--- src/rtl/codec_pwr_ctl.sv ---
module codec_pwr_ctl #(
  parameter int BCLK_TIMEOUT = 1024,
  parameter int SYNC_TIMEOUT = 12500
) (
  input  logic       clk,
  input  logic       rst_n,
  input  logic       pd_ctl_n,
  input  logic       ser_clk,
  input  logic       tx_fsync,
  input  logic       rx_fsync,
  input  logic       test_loop,
  output logic [1:0] pwr_state,
  output logic       tx_path_en,
  output logic       rx_path_en,
  output logic       ser_out_en,
  output logic       loop_sel,
  output logic       rx_frame_strobe
);
  localparam int BW = $clog2(BCLK_TIMEOUT + 1);
  localparam int XW = $clog2(SYNC_TIMEOUT + 1);
  localparam logic [BW-1:0] BMAX = BW'(BCLK_TIMEOUT);
  localparam logic [XW-1:0] XMAX = XW'(SYNC_TIMEOUT);
  localparam logic [1:0] ST_NORM = 2'b00;
  localparam logic [1:0] ST_SAVE = 2'b01;
  localparam logic [1:0] ST_PDWN = 2'b10;

  logic [2:0] b_p, x_p, r_p;
  logic [1:0] pd_p, tm_p;
  logic [BW-1:0] b_cnt;
  logic [XW-1:0] x_cnt;
  logic [1:0] state;
  logic seen_brise, seen_bfall, seen_xrise, seen_xfall;

  always_ff @(posedge clk or negedge rst_n) begin
    if (!rst_n) begin
      b_p  <= '0;
      x_p  <= '0;
      r_p  <= '0;
      pd_p <= '0;
      tm_p <= '0;
    end else begin
      b_p  <= {b_p[1:0], ser_clk};
      x_p  <= {x_p[1:0], tx_fsync};
      r_p  <= {r_p[1:0], rx_fsync};
      pd_p <= {pd_p[0], pd_ctl_n};
      tm_p <= {tm_p[0], test_loop};
    end
  end

  logic pd_s, tm_s, b_edge, b_rise, b_fall, x_edge, x_rise, x_fall, r_rise;
  logic b_dead, x_dead, armed;

  assign pd_s   = pd_p[1];
  assign tm_s   = tm_p[1];
  assign b_edge = b_p[1] ^ b_p[2];
  assign b_rise = b_p[1] & ~b_p[2];
  assign b_fall = ~b_p[1] & b_p[2];
  assign x_edge = x_p[1] ^ x_p[2];
  assign x_rise = x_p[1] & ~x_p[2];
  assign x_fall = ~x_p[1] & x_p[2];
  assign r_rise = r_p[1] & ~r_p[2];
  assign b_dead = (b_cnt == BMAX);
  assign x_dead = (x_cnt == XMAX);
  assign armed  = seen_brise & seen_bfall & seen_xrise & seen_xfall;

  always_ff @(posedge clk or negedge rst_n) begin
    if (!rst_n) begin
      b_cnt <= '0;
      x_cnt <= '0;
    end else begin
      if (b_edge)      b_cnt <= '0;
      else if (!b_dead) b_cnt <= b_cnt + 1'b1;
      if (x_edge)      x_cnt <= '0;
      else if (!x_dead) x_cnt <= x_cnt + 1'b1;
    end
  end

  always_ff @(posedge clk or negedge rst_n) begin
    if (!rst_n) begin
      seen_brise <= 1'b0;
      seen_bfall <= 1'b0;
      seen_xrise <= 1'b0;
      seen_xfall <= 1'b0;
    end else if (state != ST_SAVE) begin
      seen_brise <= 1'b0;
      seen_bfall <= 1'b0;
      seen_xrise <= 1'b0;
      seen_xfall <= 1'b0;
    end else begin
      seen_brise <= seen_brise | b_rise;
      seen_bfall <= seen_bfall | b_fall;
      seen_xrise <= seen_xrise | x_rise;
      seen_xfall <= seen_xfall | x_fall;
    end
  end

  logic [1:0] state_nx;
  always_comb begin
    state_nx = state;
    if (!pd_s) state_nx = ST_PDWN;
    else begin
      unique case (state)
        ST_PDWN: state_nx = ST_SAVE;
        ST_NORM: if (b_dead | x_dead) state_nx = ST_SAVE;
        ST_SAVE: if (armed & x_rise & ~b_dead & ~x_dead) state_nx = ST_NORM;
        default: state_nx = ST_PDWN;
      endcase
    end
  end

  always_ff @(posedge clk or negedge rst_n) begin
    if (!rst_n) state <= ST_PDWN;
    else        state <= state_nx;
  end

  logic run;
  assign run             = (state == ST_NORM);
  assign pwr_state       = state;
  assign tx_path_en      = run;
  assign rx_path_en      = run;
  assign ser_out_en      = run;
  assign loop_sel        = run & tm_s;
  assign rx_frame_strobe = run & r_rise;
endmodule


--- config.mk ---
export PLATFORM = sky130hd
export DESIGN_NAME = codec_pwr_ctl
export DESIGN_NICKNAME = d
export VERILOG_FILES = /design/src/rtl/codec_pwr_ctl.sv
export SDC_FILE = /design/constraint.sdc
export NUM_CORES = 1
export LEC_CHECK = 0
export ABC_CLOCK_PERIOD_IN_PS = 3110
export BUFFER_PORTS_ARGS = -buffer_cell sky130_fd_sc_hd__buf_2
export CELL_PAD_IN_SITES_DETAIL_PLACEMENT = 1
export CELL_PAD_IN_SITES_GLOBAL_PLACEMENT = 2
export CORE_ASPECT_RATIO = 1.1
export CORE_UTILIZATION = 35
export DETAILED_ROUTE_END_ITERATION = 12
export PLACE_DENSITY_LB_ADDON = 0.25
export RECOVER_POWER = 100
export SYNTH_ARGS = -nofsm -noshare
export SYNTH_HDL_FRONTEND = slang
export SYNTH_SLANG_ARGS = --single-unit
--- constraint.sdc ---
create_clock -name clk -period 3.11 [get_ports clk]
set_clock_uncertainty 0.15 [all_clocks]
set_input_delay 0 -clock clk [delete_from_list [all_inputs] [get_ports clk]]
set_output_delay 0 -clock clk [all_outputs]
set_load 0.03 [all_outputs]
==> impl_results.rst <==
.. list-table::
   :header-rows: 1

   * - Metric
     - Value
   * - Sequential group share of total power
     - between 50% and 60%
   * - Required time at the worst-slack endpoint
     - 3150 ps
   * - CTS Buffer Depth
     - 2
   * - Wire length of the first global-routing pass
     - 6890 µm
   * - Share of total power in the clock network
     - 33.9%
   * - Clock tree from TritonCTS
     - built
   * - First-iteration detailed-routing DRC count
     - 39
   * - Synth area leaders
     - dfrtp_1 54%, xnor2_1 7.9%, and2_1 6.0%
   * - Biggest area consumer among synthesized cells
     - dfrtp_1
   * - DPL Wire Length
     - 2630 µm
   * - Largest net degree at the start of global routing
     - 45
   * - Fraction of power spent switching nets
     - a little over a quarter
   * - EDFF count, synth
     - 0
   * - Combinational share of power
     - 10.4%
   * - Class of the most critical hold timing path
     - in2reg
   * - Height of the die
     - between 80 and 90 µm
   * - Net count reported at finish
     - 206
   * - Asr flop ratio synth
     - 100%
   * - Max FO, Critical Path
     - 5
   * - Core Area
     - between 5000 and 6000 µm²
   * - Detailed-route wire length
     - around 3900 µm
   * - P per Cell Area
     - about 500 nW/µm²
   * - Final-report hold violation count
     - 0
   * - Antenna-violating nets left
     - 0
   * - Unrepaired setup endpoints after global routing
     - no
   * - Per-cell routed wire length
     - around 15 µm
   * - Cell-internal power
     - 0.000819 W
   * - Number of port buffers
     - 13
   * - Max Fclk
     - 583 MHz
   * - Avg Inst Size Synth
     - approximately 12 µm²
   * - Type of destination of the critical path
     - register
   * - Share of Yosys cell area claimed by the top area cell type
     - 54.3%
   * - Critical setup path kind
     - reg2reg
   * - Root buffer selected by CTS
     - clkbuf_8
   * - Area growth from synthesis to layout
     - 13.3%
   * - Number of optimization iterations in the first detailed-route pass
     - 4
   * - IO Count
     - 14
   * - Row Count
     - 28
   * - Antenna violations before repair
     - 0
   * - Total via count in the routed design
     - 1258
   * - Most frequent cell after synthesis
     - dfrtp_1
   * - Diodes inserted
     - 0
   * - Final number of setup-violating endpoints
     - 0
   * - Flops & latches, synth
     - 44
   * - Leading post-synthesis cells by instance count
     - 43 x dfrtp_1, 19 x and2_1, 18 x xnor2_1
   * - DRC violation count after routing
     - 0
   * - Startpoint type of the worst setup path
     - register
   * - Area of the die
     - 5970 µm²
   * - Rel. slew slack
     - about 34%
   * - Post-synth cell types
     - 34
   * - Number of global-route vias before repair
     - roughly 1400
   * - Main flop type after synthesis
     - dfrtp_1
   * - All-Layer GR Usage
     - 15.6%
   * - Total clock buffers created by CTS
     - 5
   * - Time the final worst path needs with I/O delays and setup
     - 1710 ps
   * - Max capacitance violation total
     - 0
   * - Number of H-tree levels
     - 2
   * - Net Sw Power
     - 0.000295 W
   * - Total overflow reported by the global router
     - 0
   * - Worst IR Drop VDD
     - roughly 0.23 mV
   * - Ratio of routed vias to standard cells
     - 4.71
   * - Clk pin slew, worst setup/hold paths
     - 80 ps
   * - Aggregate negative setup slack
     - 0 ps
   * - Share of final-layout standard cells stronger than drive strength 1
     - 8.85%
   * - Fin cells
     - roughly 270
   * - Tightest Pin Transition
     - 992 ps
   * - Part of the cycle the worst path needs
     - 55.1%
   * - Effective utilization at floorplan
     - 36.5%
   * - Layout fillers
     - between 600 and 700
   * - Number of standard cells after synthesis
     - 170
   * - CTS sink count
     - 44
   * - Run status
     - completed
   * - Cells after DPL
     - between 200 and 300
   * - Max-slew violation count
     - 0
   * - Leakage dissipation
     - 1.01 nW
   * - Sequential area share after synthesis
     - a little under three fifths
   * - Mapped Area
     - 1980 µm²
   * - Weighted congestion reported at the end of routability-driven placement
     - 0.794
   * - Data arrival time at the worst-slack endpoint
     - 1750 ps
   * - Number of nets produced by synthesis
     - approximately 190
   * - Worst-skew pair later-pin latency
     - approximately 300 ps
   * - Synthesis Warnings
     - 0
   * - Horizontal extent of the die
     - 73.8 µm
==> worst paths after layout <==
path	endpoint	slack [ps]	cells past startpoint	startpoint
worst max register to register	x_cnt[3]$_DFFE_PN0P_	1400	6	x_cnt[0]$_DFFE_PN0P_
worst max-delay path	x_cnt[3]$_DFFE_PN0P_	1400	6	x_cnt[0]$_DFFE_PN0P_
worst min register to register	pd_p[1]$_DFF_PN0_	210	0	pd_p[0]$_DFF_PN0_
max in group asynchronous	x_cnt[1]$_DFFE_PN0P_	1940	2	rst_n
worst min-delay path	tm_p[0]$_DFF_PN0_	190	2	test_loop
min in group asynchronous	b_p[1]$_DFF_PN0_	250	2	rst_n
==> cell type report <==
cell class | count | area [µm²] | share of cell area (%)
Inverter | 8 | 30.0 | 1.34
Sequential cell | 44 | 1100 | 49.1
Timing Repair Buffer | 19 | 116 | 5.18
Clock buffer | 6 | 82.6 | 3.67
Multi-Input combinational cell | 113 | 807 | 35.9
Clock inverter | 2 | 15.0 | 0.668
Tap cell | 75 | 93.8 | 4.18
==> what timing repair did <==
action,in CTS,in global routing
resized for setup,0,0
buffers inserted,0,0
hold buffers,6,0
endpoints found under the hold margin,48,0
==> state kept, by name, indices dropped and copies added, names as in the netlist <==
register    flops
seen_brise      1
seen_xrise      1
tm_p            2
x_cnt          14
b_cnt          11
seen_xfall      1
seen_bfall      1
b_p             3
pd_p            2
r_p             3
pwr_state       2
x_p             3
==> placed cells by master (no fill, tap or decap), types with 2 or more instances in the layout <==
master         synthesis  routed
a31oi_1                2       2
and2_0                 1      15
and2_1                19       5
and3_1                 5       5
and4_1                 4       5
buf_2                  1       6
clkbuf_1               2       7
clkbuf_8               0       6
clkinvlp_4             0       2
dfrtp_1               43      43
dlygate4sd3_1          0       6
ha_1                   8       8
inv_1                  8       8
mux2i_1                3       3
nand2_1                6       6
nand2b_1               2       2
nand3_1               10      10
nand4_1                7       8
nor2_1                 9       9
nor2b_1                3       3
nor4_1                 2       2
xnor2_1               18      18
xor2_1                 2       2
==> critical path, cell delays in order (launching register included) <==
cell,delay (ps)
dfrtp_1,410
inv_1,100
ha_1,160
and2b_1,120
nand4_1,260
and3_1,300
mux2i_1,110
==> stage by stage <==
step | cell area (µm²) | setup slack, ps | hold WS (ps) | total power (W) | utilization (%)
floorplan | 1980 | 1320 | -446 | 0.000703 | -
global placement | 2110 | 1550 | -39.9 | 0.000739 | 38.9
detailed placement | 2110 | 1500 | -38.0 | 0.000748 | 38.9
CTS | 2270 | 1490 | 187 | 0.00114 | 41.8
global route | 2250 | 1240 | 198 | 0.00118 | 41.4
finish | 2250 | 1400 | 190 | 0.00111 | 41.4
==> routing by layer <==
layer	share of wire [%]	up-vias	global-route usage, %
met5	0	-	0
met4	1.3	0	4.62
met3	2.8	6	5.21
met2	52	9	26.2
met1	44	630	18.9
li1	-	613	-
==> cell families after synthesis <==
kind of cell | after synthesis | share of synthesized area [%]
adder cells (fa/ha/maj) | 8 | 5.05
buffers and inverters | 13 | 2.90
flip-flops | 44 | 55.6
AND/OR/NAND/NOR | 76 | 24.2
multiplexers | 3 | 1.51
XOR/XNOR | 20 | 8.83
AO/OA/AOI/OAI | 6 | 1.89
==> power groups by stage <==
stage	sequential (W)	clock, W	combinational [W]
2_1_floorplan	0.000630	0	0.0000733
3_3_place_gp	0.000629	0	0.000110
3_5_place_dp	0.000632	0	0.000116
4_1_cts	0.000621	0.000392	0.000123
5_1_grt	0.000625	0.000420	0.000132
6_report	0.000620	0.000378	0.000116
Power figures use the tool's default switching activity.
